$ cat src/rtl/nfc_pkg.sv
package nfc_pkg;
  localparam int BUS_W  = 16;
  localparam int ADDR_W = 4;
  localparam int DLY_W  = 4;
  localparam int CTRL_W = 10;
  localparam int PGB_W  = 10;

  localparam logic [ADDR_W-1:0] OFS_CTRL  = 4'd0;
  localparam logic [ADDR_W-1:0] OFS_STAT  = 4'd1;
  localparam logic [ADDR_W-1:0] OFS_ISTAT = 4'd2;
  localparam logic [ADDR_W-1:0] OFS_IMASK = 4'd3;
  localparam logic [ADDR_W-1:0] OFS_CMD   = 4'd4;
  localparam logic [ADDR_W-1:0] OFS_ADDR  = 4'd5;
  localparam logic [ADDR_W-1:0] OFS_DWR   = 4'd6;
  localparam logic [ADDR_W-1:0] OFS_DRQ   = 4'd7;
  localparam logic [ADDR_W-1:0] OFS_RDAT  = 4'd8;
  localparam logic [ADDR_W-1:0] OFS_ECCR  = 4'd9;
  localparam logic [ADDR_W-1:0] OFS_PGC   = 4'd10;

  // control field positions (decoded by the strobe engine and page logic)
  localparam int CF_WDLY = 0;
  localparam int CF_RDLY = 4;
  localparam int CF_WIDE = 8;
  localparam int CF_PG   = 9;

  typedef enum logic [1:0] {K_CMD, K_ADR, K_DAT, K_RD} op_kind_e;

  typedef struct packed {
    op_kind_e          kind;
    logic [BUS_W-1:0]  val;
  } wb_entry_t;

  // keep the low byte only unless the 16-bit bus is selected
  function automatic logic [BUS_W-1:0] fold_bus(input logic [BUS_W-1:0] v,
                                                input logic wide);
    return wide ? v : {{(BUS_W-8){1'b0}}, v[7:0]};
  endfunction

  function automatic logic [PGB_W-1:0] page_len(input logic big);
    return big ? PGB_W'(512) : PGB_W'(256);
  endfunction
endpackage

$ cat src/rtl/nfc_wbuf.sv
module nfc_wbuf
  import nfc_pkg::*;
#(
  parameter int DEPTH = 4
) (
  input  logic      clk,
  input  logic      rst_n,
  input  logic      push,
  input  wb_entry_t din,
  input  logic      pop,
  output wb_entry_t head,
  output logic      full,
  output logic      empty
);
  localparam int PW = (DEPTH > 1) ? $clog2(DEPTH) : 1;
  localparam int CW = $clog2(DEPTH + 1);

  wb_entry_t        mem [DEPTH];
  logic [PW-1:0]    wp, rp;
  logic [CW-1:0]    cnt;
  logic             do_push, do_pop;

  function automatic logic [PW-1:0] step(input logic [PW-1:0] p);
    return (p == PW'(DEPTH - 1)) ? '0 : p + 1'b1;
  endfunction

  assign full    = (cnt == CW'(DEPTH));
  assign empty   = (cnt == '0);
  assign do_push = push && !full;
  assign do_pop  = pop && !empty;
  assign head    = mem[rp];

  always_ff @(posedge clk) begin
    if (do_push) mem[wp] <= din;
  end

  always_ff @(posedge clk or negedge rst_n) begin
    if (!rst_n) begin
      wp  <= '0;
      rp  <= '0;
      cnt <= '0;
    end else begin
      if (do_push) wp <= step(wp);
      if (do_pop)  rp <= step(rp);
      case ({do_push, do_pop})
        2'b10:   cnt <= cnt + 1'b1;
        2'b01:   cnt <= cnt - 1'b1;
        default: cnt <= cnt;
      endcase
    end
  end
endmodule

$ cat src/rtl/nfc_strobe.sv
module nfc_strobe
  import nfc_pkg::*;
(
  input  logic              clk,
  input  logic              rst_n,
  input  logic              avail,
  input  wb_entry_t         head,
  input  logic              wide,
  input  logic [DLY_W-1:0]  wr_dly,
  input  logic [DLY_W-1:0]  rd_dly,
  input  logic [BUS_W-1:0]  dq_in,
  output logic              pop,
  output logic              busy,
  output logic              we_n,
  output logic              re_n,
  output logic              cle,
  output logic              ale,
  output logic [BUS_W-1:0]  dq_out,
  output logic              dq_oe,
  output logic              rd_done,
  output logic [BUS_W-1:0]  rd_val
);
  typedef enum logic [1:0] {S_IDLE, S_LOW, S_HOLD} st_e;

  st_e              st;
  wb_entry_t        cur;
  logic [DLY_W-1:0] cnt;
  logic             is_rd;
  logic             active;

  assign is_rd  = (cur.kind == K_RD);
  assign active = (st != S_IDLE);
  assign pop    = (st == S_IDLE) && avail;
  assign busy   = active;

  assign we_n    = !((st == S_LOW) && !is_rd);
  assign re_n    = !((st == S_LOW) && is_rd);
  assign cle     = active && (cur.kind == K_CMD);
  assign ale     = active && (cur.kind == K_ADR);
  assign dq_oe   = active && !is_rd;
  assign dq_out  = dq_oe ? fold_bus(cur.val, wide && (cur.kind == K_DAT)) : '0;
  assign rd_done = (st == S_HOLD) && is_rd;

  always_ff @(posedge clk or negedge rst_n) begin
    if (!rst_n) begin
      st     <= S_IDLE;
      cur    <= '{kind: K_CMD, val: '0};
      cnt    <= '0;
      rd_val <= '0;
    end else begin
      case (st)
        S_IDLE: begin
          if (avail) begin
            cur <= head;
            cnt <= (head.kind == K_RD) ? rd_dly : wr_dly;
            st  <= S_LOW;
          end
        end
        S_LOW: begin
          if (cnt == '0) begin
            st <= S_HOLD;
            if (is_rd) rd_val <= fold_bus(dq_in, wide);
          end else begin
            cnt <= cnt - 1'b1;
          end
        end
        default: st <= S_IDLE;
      endcase
    end
  end
endmodule

$ cat src/rtl/nfc_regs.sv
module nfc_regs
  import nfc_pkg::*;
(
  input  logic              clk,
  input  logic              rst_n,
  input  logic              bus_wr,
  input  logic [ADDR_W-1:0] bus_waddr,
  input  logic [BUS_W-1:0]  bus_wdata,
  input  logic [ADDR_W-1:0] bus_raddr,
  output logic [BUS_W-1:0]  bus_rdata,
  input  logic              wb_full,
  input  logic              wb_empty,
  input  logic              eng_busy,
  input  logic              rd_done,
  input  logic [BUS_W-1:0]  rd_val,
  input  logic              nand_rb,
  output logic              push,
  output wb_entry_t         push_entry,
  output logic              wide,
  output logic [DLY_W-1:0]  wr_dly,
  output logic [DLY_W-1:0]  rd_dly,
  output logic [PGB_W-1:0]  page_bytes,
  output logic              irq,
  output logic              rd_ready,
  output logic              page_rd_go,
  output logic              page_wr_go,
  output logic              ecc_clr
);
  logic [CTRL_W-1:0] ctrl;
  logic [1:0]        imask;
  logic              nbusy;
  logic [BUS_W-1:0]  rdata;
  logic              is_q;
  logic              w1c_rdy;

  assign wr_dly     = ctrl[CF_WDLY +: DLY_W];
  assign rd_dly     = ctrl[CF_RDLY +: DLY_W];
  assign wide       = ctrl[CF_WIDE];
  assign page_bytes = page_len(ctrl[CF_PG]);

  always_comb begin
    is_q            = 1'b1;
    push_entry.val  = bus_wdata;
    case (bus_waddr)
      OFS_CMD:  push_entry.kind = K_CMD;
      OFS_ADDR: push_entry.kind = K_ADR;
      OFS_DWR:  push_entry.kind = K_DAT;
      OFS_DRQ:  push_entry.kind = K_RD;
      default: begin
        push_entry.kind = K_CMD;
        is_q            = 1'b0;
      end
    endcase
  end

  assign push    = bus_wr && is_q && !wb_full;
  assign w1c_rdy = bus_wr && (bus_waddr == OFS_ISTAT) && bus_wdata[1];
  assign irq     = |({rd_ready, nbusy} & ~imask);

  always_ff @(posedge clk or negedge rst_n) begin
    if (!rst_n) begin
      ctrl       <= '0;
      imask      <= 2'b11;
      nbusy      <= 1'b0;
      rd_ready   <= 1'b0;
      rdata      <= '0;
      page_rd_go <= 1'b0;
      page_wr_go <= 1'b0;
      ecc_clr    <= 1'b0;
    end else begin
      nbusy      <= nand_rb;
      page_rd_go <= bus_wr && (bus_waddr == OFS_PGC) && (bus_wdata == BUS_W'(1));
      page_wr_go <= bus_wr && (bus_waddr == OFS_PGC) && (bus_wdata == BUS_W'(2));
      ecc_clr    <= bus_wr && (bus_waddr == OFS_ECCR) && bus_wdata[0];
      if (bus_wr && bus_waddr == OFS_CTRL)  ctrl  <= bus_wdata[CTRL_W-1:0];
      if (bus_wr && bus_waddr == OFS_IMASK) imask <= bus_wdata[1:0];
      if (rd_done) begin
        rd_ready <= 1'b1;
        rdata    <= rd_val;
      end else if (w1c_rdy) begin
        rd_ready <= 1'b0;
      end
    end
  end

  always_comb begin
    case (bus_raddr)
      OFS_CTRL:  bus_rdata = BUS_W'(ctrl);
      OFS_STAT:  bus_rdata = BUS_W'({wb_empty && !eng_busy, wb_full});
      OFS_ISTAT: bus_rdata = BUS_W'({rd_ready, nbusy});
      OFS_IMASK: bus_rdata = BUS_W'(imask);
      OFS_RDAT:  bus_rdata = rdata;
      default:   bus_rdata = '0;
    endcase
  end
endmodule

$ cat src/rtl/nfc_host.sv
module nfc_host
  import nfc_pkg::*;
#(
  parameter int WB_DEPTH = 4
) (
  input  logic              clk,
  input  logic              rst_n,
  input  logic              bus_wr,
  input  logic [3:0]        bus_waddr,
  input  logic [15:0]       bus_wdata,
  input  logic [3:0]        bus_raddr,
  output logic [15:0]       bus_rdata,
  output logic              irq,
  output logic              nand_ce_n,
  output logic              nand_cle,
  output logic              nand_ale,
  output logic              nand_we_n,
  output logic              nand_re_n,
  output logic [15:0]       nand_dq_out,
  output logic              nand_dq_oe,
  input  logic [15:0]       nand_dq_in,
  input  logic              nand_rb,
  output logic              page_rd_go,
  output logic              page_wr_go,
  output logic [9:0]        page_bytes,
  output logic              ecc_clr
);
  wb_entry_t         push_entry, head;
  logic              push, wb_pop, wb_full, wb_empty;
  logic              eng_busy, rd_done, rd_ready, wide;
  logic [DLY_W-1:0]  wr_dly, rd_dly;
  logic [BUS_W-1:0]  rd_val;

  nfc_regs u_regs (
    .clk        (clk),
    .rst_n      (rst_n),
    .bus_wr     (bus_wr),
    .bus_waddr  (bus_waddr),
    .bus_wdata  (bus_wdata),
    .bus_raddr  (bus_raddr),
    .bus_rdata  (bus_rdata),
    .wb_full    (wb_full),
    .wb_empty   (wb_empty),
    .eng_busy   (eng_busy),
    .rd_done    (rd_done),
    .rd_val     (rd_val),
    .nand_rb    (nand_rb),
    .push       (push),
    .push_entry (push_entry),
    .wide       (wide),
    .wr_dly     (wr_dly),
    .rd_dly     (rd_dly),
    .page_bytes (page_bytes),
    .irq        (irq),
    .rd_ready   (rd_ready),
    .page_rd_go (page_rd_go),
    .page_wr_go (page_wr_go),
    .ecc_clr    (ecc_clr)
  );

  nfc_wbuf #(.DEPTH(WB_DEPTH)) u_wbuf (
    .clk   (clk),
    .rst_n (rst_n),
    .push  (push),
    .din   (push_entry),
    .pop   (wb_pop),
    .head  (head),
    .full  (wb_full),
    .empty (wb_empty)
  );

  nfc_strobe u_strobe (
    .clk     (clk),
    .rst_n   (rst_n),
    .avail   (!wb_empty),
    .head    (head),
    .wide    (wide),
    .wr_dly  (wr_dly),
    .rd_dly  (rd_dly),
    .dq_in   (nand_dq_in),
    .pop     (wb_pop),
    .busy    (eng_busy),
    .we_n    (nand_we_n),
    .re_n    (nand_re_n),
    .cle     (nand_cle),
    .ale     (nand_ale),
    .dq_out  (nand_dq_out),
    .dq_oe   (nand_dq_oe),
    .rd_done (rd_done),
    .rd_val  (rd_val)
  );

  assign nand_ce_n = wb_empty && !eng_busy;
endmodule

$ cat config.mk
export PLATFORM = sky130hd
export DESIGN_NAME = nfc_host
export DESIGN_NICKNAME = d
export VERILOG_FILES = /design/src/rtl/nfc_pkg.sv /design/src/rtl/nfc_wbuf.sv /design/src/rtl/nfc_strobe.sv /design/src/rtl/nfc_regs.sv /design/src/rtl/nfc_host.sv
export SDC_FILE = /design/constraint.sdc
export NUM_CORES = 1
export LEC_CHECK = 0
export ABC_AREA = 1
export BUFFER_PORTS_ARGS = -buffer_cell sky130_fd_sc_hd__clkbuf_2
export CAP_MARGIN = 20
export CORE_MARGIN = 8
export CORE_UTILIZATION = 30
export CTS_CLUSTER_SIZE = 16
export DETAILED_ROUTE_END_ITERATION = 16
export GPL_TIMING_DRIVEN = 0
export SLEW_MARGIN = 40
export SYNTH_ARGS = -nofsm -noshare
export SYNTH_HDL_FRONTEND = slang
export SYNTH_HIERARCHICAL = 1
export SYNTH_SLANG_ARGS = --single-unit
$ cat constraint.sdc
create_clock -name clk -period 3.3 [get_ports clk]
set_input_delay 0.495 -clock clk [delete_from_list [all_inputs] [get_ports clk]]
set_output_delay 0.495 -clock clk [all_outputs]
set_load 0.05 [all_outputs]
==> results of run 1 <==
==> through the flow <==
| step | total power, mW | worst slack, ns | instance area [um^2] | hold WS, ns | instances |
|---|---|---|---|---|---|
| 2_1_floorplan | 4.947 | 0.7576 | 7237 | 0.1994 | 757 |
| 6_report | 7.775 | 0.6506 | 8815 | 0.1920 | 1198 |
| 3_3_place_gp | 5.679 | 0.2786 | 8071 | 0.4562 | 1163 |
| 3_5_place_dp | 5.759 | 0.6420 | 8153 | 0.3728 | 1165 |
| 5_1_grt | 8.295 | 0.4359 | 8815 | 0.1766 | 1198 |
| 4_1_cts | 7.848 | 0.6262 | 8810 | 0.1745 | 1198 |
==> layout by cell type (no fill, tap or decap), types with 3 or more instances in the layout <==
cell	netlist	routed
buf_4	26	26
inv_2	9	9
o21ai_0	34	34
nand2_2	4	4
buf_6	13	13
nand3_1	39	39
nor2_2	13	13
conb_1	1	8
dfrtp_1	78	78
clkbuf_16	0	20
buf_2	6	6
bufinv_16	0	3
clkbuf_2	1	87
o211ai_2	3	3
edfxtp_1	72	72
nand2_1	204	204
inv_1	106	106
o21ai_2	12	12
nand4_1	5	5
nor2_4	2	6
ha_1	7	7
nor3_1	5	4
nor2_1	42	38
clkinv_4	0	3
o211ai_1	34	34
o21ai_1	11	11
clkbuf_1	1	3
==> power groups by stage <==
stage,sequential (mW),clock [mW],combinational [mW]
finish,2.70,2.08,3.00
CTS,2.70,2.11,3.04
global placement,2.72,0,2.96
detailed placement,2.73,0,3.03
global route,2.75,2.19,3.36
floorplan,2.69,0,2.26
==> area by class of cell <==
class | count | area (um^2)
Clock buffer | 22 | 508.0
Inverter | 117 | 444.2
Timing Repair Buffer | 90 | 496.7
Sequential cell | 152 | 4167
Tap cell | 319 | 399.1
Clock inverter | 10 | 138.9
Multi-Input combinational cell | 439 | 2262
Buffer | 49 | 399.1
Fill cell | 2394 | 14730
==> layer usage <==
layer / vias to the layer above / global-route usage (%) / wire length [um]
li1: 2615 / - / -
met1: 2429 / 15.08 / 7805
met2: 80 / 19.69 / 8462
met3: 10 / 2.374 / 629
met4: 0 / 4.310 / 243
met5: - / 0 / 0
==> synthesized netlist by cell type, types with 6 or more instances <==
master / n
buf_2: 6
buf_4: 26
buf_6: 13
dfrtp_1: 78
edfxtp_1: 72
ha_1: 7
inv_1: 106
inv_2: 9
nand2_1: 204
nand3_1: 39
nor2_1: 42
nor2_2: 13
o211ai_1: 34
o21ai_0: 34
o21ai_1: 11
o21ai_2: 12
==> registers in the layout, indices dropped and copies added, names as in the netlist <==
signal             cells
u_regs/ctrl           10
u_regs/ecc_clr         1
u_regs/imask           2
u_regs/nbusy           1
u_regs/page_rd_go      1
u_regs/page_wr_go      1
u_regs/rd_ready        1
u_regs/rdata          16
u_strobe/cnt           4
u_strobe/cur          18
u_strobe/rd_val       16
u_strobe/st            2
u_wbuf/cnt             3
u_wbuf/mem            72
u_wbuf/rp              2
u_wbuf/wp              2
==> path summary, 6_finish.rpt <==
path                                          from                   to  slack, ns  cells past startpoint
min in group asynchronous                    rst_n  u_strobe/rd_val[11]       0.50                      2
worst min register to register  u_strobe/rd_val[6]   u_strobe/rd_val[6]       0.47                      2
worst max register to register       u_wbuf/cnt[0]        u_wbuf/cnt[2]       0.65                     17
worst min-delay path                       nand_rb         u_regs/nbusy       0.19                      1
max in group asynchronous                    rst_n      u_regs/imask[1]       2.19                      3
worst max-delay path                 u_wbuf/cnt[0]        u_wbuf/cnt[2]       0.65                     17
==> logic make-up (layout without fill, tap and decap cells) <==
| group | after synthesis | after routing |
|---|---|---|
| buf+inv | 166 | 288 |
| other cells | 1 | 8 |
| xor+xnor | 2 | 2 |
| fa+ha+maj | 8 | 8 |
| simple gates | 322 | 322 |
| compound gates | 98 | 98 |
| mux | 1 | 1 |
| flops | 152 | 152 |
==> critical path, cell delays in order, from the launching register on <==
cell,delay (ns)
dfrtp_1,0.38
inv_2,0.07
nand3_1,0.20
inv_1,0.10
inv_2,0.09
nand2_4,0.11
inv_4,0.09
buf_8,0.13
buf_6,0.16
nand2_1,0.12
inv_1,0.11
ha_1,0.17
inv_1,0.08
fa_1,0.44
nand2_1,0.11
nand3_1,0.08
nand2_1,0.06
nand2_1,0.05
==> key figures, run 1 <==
Die
  • Die area: 29250 um^2
  • Core ar.: 23540 um^2
  • Die Wd: 171.0 um
  • Initial Util: 30.63%
  • Site row count: 56
  • DIE HEIGHT: 171.0 um
  • # IOs: 96

GRT
  • Global Route Usage Sum: 11.85%
  • Initial antenna violation count: 0
  • First-pass GRT wire length: 26770 um
  • Vias in the first global route: 4996
  • Largest net degree at the start of global routing: 62
  • Aggregate global routing overflow: 0

Critical path
  • Req. time, crit path: 3.60 ns
  • Critical Path Sink Type: flip-flop
  • Signal arrival time at the worst endpoint: 2.95 ns
  • Crit-path max FO: 12
  • Setup CP Type: flip-flop to flip-flop
  • Crit start category: flip-flop

CTS
  • H-tree levels: 4
  • Post-CTS Setup Inserts: 0
  • Root Buffer Master: clkbuf_16
  • CTS resizes: 0
  • Total CTS buffers: 17
  • CTS Hold Bufs: 1
  • Worst skew pair latency: 0.41 ns
  • Worst-path clk slew: 0.06 ns
  • Clock sinks: 152
  • CTS tree: yes
  • Clock tree buffer depth: 2

STA
  • Final period util: 80.28%
  • Final Max Slew Viols: 0
  • Final Critical Period: 2.649 ns
  • Worst Tran Pin Value: 0.6236 ns
  • Setup TNS: 0 ns
  • Max-slew headroom: 58.33%
  • Top achievable clock speed: 0.3775 GHz
  • Hold Fails Final Rpt: 0
  • RSZ-0062 raised after global routing: no
  • Skew final: 0.01512 ns
  • Final number of setup-violating endpoints: 0

Place
  • Routability congestion estimate: 0.8312
  • I/O Buffers: 87
  • Post-DP HPWL: 12460 um

Power
  • Share of power burned in registers: 34.7%
  • Switch Pwr: 3.058 mW
  • Combinational fraction of design power: 38.6%
  • Clk pwr share: 26.7%
  • Leakage: 4.090 nW
  • P_int: 4.717 mW
  • P per Cell Area: 882.1 nW/um^2
  • Peak VDD IR: 0.4798 mV
  • Switching Share: 39.34%

Layout
  • Fin nets: 918
  • P&R area growth vs syn: 22.25%
  • Fin util: 37.44%
  • Inserted Diodes: 0
  • Proportion of layout cells with a drive suffix above 1: 25.48%

Synthesis
  • Yosys top cell area share: 29.98%
  • Flops & latches, synth: 152
  • Gate count after technology mapping: 750
  • Mux cell area share after synthesis: 0.1562%
  • XOR/XNOR share of the synthesized area: 0.2429%
  • Post-Syn Area: 7211 um^2
  • Top FF cell, synth: dfrtp_1
  • Post-Synth Simple-Gate Area: 19.42%
  • Largest family of logic cells by synthesized area: simple AND/OR/NAND/NOR gates
  • Seq/Total Area, Yosys: 57.78%
  • Syn Area/Cell: 9.614 um^2
  • YS warnings: 6
  • Post-synth ARST share: 52.63%
  • Post-Synth Adder-Cell Area: 1.492%
  • Cell taking the most area after synthesis: edfxtp_1
  • Post-synth EDFFs: 72
  • Top area cells in the synthesized netlist: edfxtp_1 30%, dfrtp_1 27%, nand2_1 11%, inv_1 5.5%, o211ai_1 3.5%
  • Synth cell types: 40
  • Synth Area in Compound Gates: 9.162%

Detailed routing
  • # DRC: 0
  • Pre-antenna DRT Iters: 6
  • 1st-iter DRT viols: 334
  • Avg WL per Cell: 14.31 um
  • Vias/cell: 4.285
  • WL final: 17140 um
  • Antenna viol nets, final: 0
  • Via Count: 5134

Hold path
  • Worst hold path class: primary input to flip-flop

Status
  • Status: finished, final reports clean

Job
  • Max-cap viol count: 0
No activity file was read; power rests on OpenSTA's default activity.
==> run 2: changes to the inputs <==
==> constraint.sdc (replaced) <==
create_clock -name clk -period 2.7 [get_ports clk]
set_input_delay 0.405 -clock clk [delete_from_list [all_inputs] [get_ports clk]]
set_output_delay 0.405 -clock clk [all_outputs]
set_load 0.05 [all_outputs]
==> run 2 against run 1 <==
Cell count hardly changed. Global-route usage stayed put. Cell area hardly changed. Routed wire length hardly changed. Clock skew is 0.0036 ns lower. Largest cell class unchanged.
==> key figures, run 2 (synthesis results as in run 1) <==
Status
  • Status: finished, final reports clean

Place
  • Pre-CTS setup slack: 0.04202 ns
  • Placed Cells: 1165
  • Placed instance area: 8153 um^2
  • Post-DP HPWL: 12460 um
  • Routability congestion estimate: 0.8312
  • I/O Buffers: 87

Detailed routing
  • Avg WL per Cell: 14.33 um
  • Via Count: 5163
  • # DRC: 0
  • 1st-iter DRT viols: 306
  • Pre-antenna DRT Iters: 4
  • WL final: 17160 um
  • Antenna viol nets, final: 0
  • Vias/cell: 4.313

Power
  • P_int: 5.746 mW
  • Combinational fraction of design power: 38.5%
  • Peak VDD IR: 0.5852 mV
  • Switching Share: 39.43%
  • Share of power burned in registers: 34.8%
  • P per Cell Area: 1077 nW/um^2
  • Switch Pwr: 3.740 mW
  • Leakage: 4.085 nW
  • Overall power: 9.486 mW
  • Clk pwr share: 26.8%

CTS
  • Root Buffer Master: clkbuf_16
  • Worst-path clk slew: 0.06 ns
  • Clock sinks: 152
  • Clock tree buffer depth: 2
  • Worst skew pair latency: 0.41 ns
  • Total CTS buffers: 17
  • Post-CTS Setup Inserts: 0
  • CTS tree: yes
  • H-tree levels: 4

Critical path
  • Crit start category: flip-flop
  • Req. time, crit path: 2.30 ns
  • Crit-path max FO: 10
  • Setup CP Type: flip-flop to primary output
  • Signal arrival time at the worst endpoint: 2.08 ns
  • Critical Path Sink Type: primary output

Die
  • Initial Util: 30.63%
  • Site row count: 56
  • Core ar.: 23540 um^2
  • # IOs: 96
  • Die Wd: 171.0 um
  • Die area: 29250 um^2
  • DIE HEIGHT: 171.0 um

Layout
  • Fin nets: 917
  • Max FFs per register: 72
  • Largest regs: u_wbuf/mem x72, u_strobe/cur x18
  • Final Non-Filler Cells: 1197
  • Commonest non-fill, non-tap cell in the layout: nand2_1
  • Inserted Diodes: 0
  • Most frequent cells in the layout: 204 x nand2_1, 106 x inv_1, 87 x clkbuf_2
  • Fin util: 37.42%
  • Largest reg by FF count: u_wbuf/mem
  • Proportion of layout cells with a drive suffix above 1: 25.51%
  • Post-route cell area: 8808 um^2
  • P&R area growth vs syn: 22.16%

GRT
  • Vias in the first global route: 4996
  • Initial antenna violation count: 0
  • First-pass GRT wire length: 26770 um
  • Aggregate global routing overflow: 0
  • Largest net degree at the start of global routing: 62
  • Global Route Usage Sum: 11.85%

STA
  • Final Max Slew Viols: 0
  • Setup ws final: 0.2166 ns
  • Final Critical Period: 2.483 ns
  • Top achievable clock speed: 0.4027 GHz
  • Setup TNS: 0 ns
  • Max-slew headroom: 57.72%
  • Skew final: 0.01152 ns
  • RSZ-0062 raised after global routing: no
  • Hold Fails Final Rpt: 0
  • Worst Tran Pin Value: 0.6327 ns
  • WHS: 0.1003 ns
  • Final number of setup-violating endpoints: 0
  • Final period util: 91.98%

Job
  • Max-cap viol count: 0

Hold path
  • Worst hold path class: primary input to flip-flop
==> run 2: cell count changes in the layout (fill, tap and decap cells not counted) <==
cell,delta
nand3_1,-1
buf_6,-1
nand3_2,+1
==> run 2: power groups by stage <==
stage	sequential, mW	combinational, mW	clock (mW)
2_1_floorplan	3.28	2.76	0
3_3_place_gp	3.33	3.61	0
3_5_place_dp	3.34	3.70	0
4_1_cts	3.30	3.72	2.57
5_1_grt	3.36	4.08	2.67
6_report	3.30	3.65	2.54
==> run 2: path summary, 6_finish.rpt <==
path | end | cells past startpoint | from | slack, ns
setup / recovery | nand_dq_out[7] | 6 | u_strobe/cur[17] | 0.22
hold / removal | u_regs/nbusy | 1 | nand_rb | 0.10
setup reg to reg | u_wbuf/cnt[2] | 16 | u_wbuf/cnt[0] | 0.27
hold reg to reg | u_strobe/rd_val[6] | 2 | u_strobe/rd_val[6] | 0.47
max in group asynchronous | u_regs/imask[0] | 3 | rst_n | 1.68
min in group asynchronous | u_strobe/rd_val[11] | 2 | rst_n | 0.41
==> run 2: critical path, cell delays in order (launching register included) <==
cell and delay [ns]:
dfrtp_1 0.43, nand2_2 0.17, inv_1 0.07, nor2_2 0.44, inv_2 0.15, nor2_1 0.13, clkbuf_2 0.29
==> run 2: cell type report <==
cell class                      count  area [um^2]
Fill cell                        2393        14730
Sequential cell                   152         4167
Multi-Input combinational cell    439         2267
Clock buffer                       22        508.0
Timing Repair Buffer               90        496.7
Inverter                          117        444.2
Tap cell                          319        399.1
Buffer                             48        387.9
Clock inverter                     10        138.9
==> run 2: routing by layer <==
layer / GRT usage (%) / wire, um / vias to the layer above
met5: 0 / 0 / -
met4: 4.310 / 272 / 0
met2: 19.69 / 8444 / 79
met1: 15.08 / 7849 / 2456
li1: - / - / 2616
met3: 2.374 / 590 / 12
==> run 2: repair_timing <==
action,CTS,global route
endpoints found under the setup margin,0,2
hold buffers,1,0
gates resized for setup,0,1
endpoints found under the hold margin,19,0
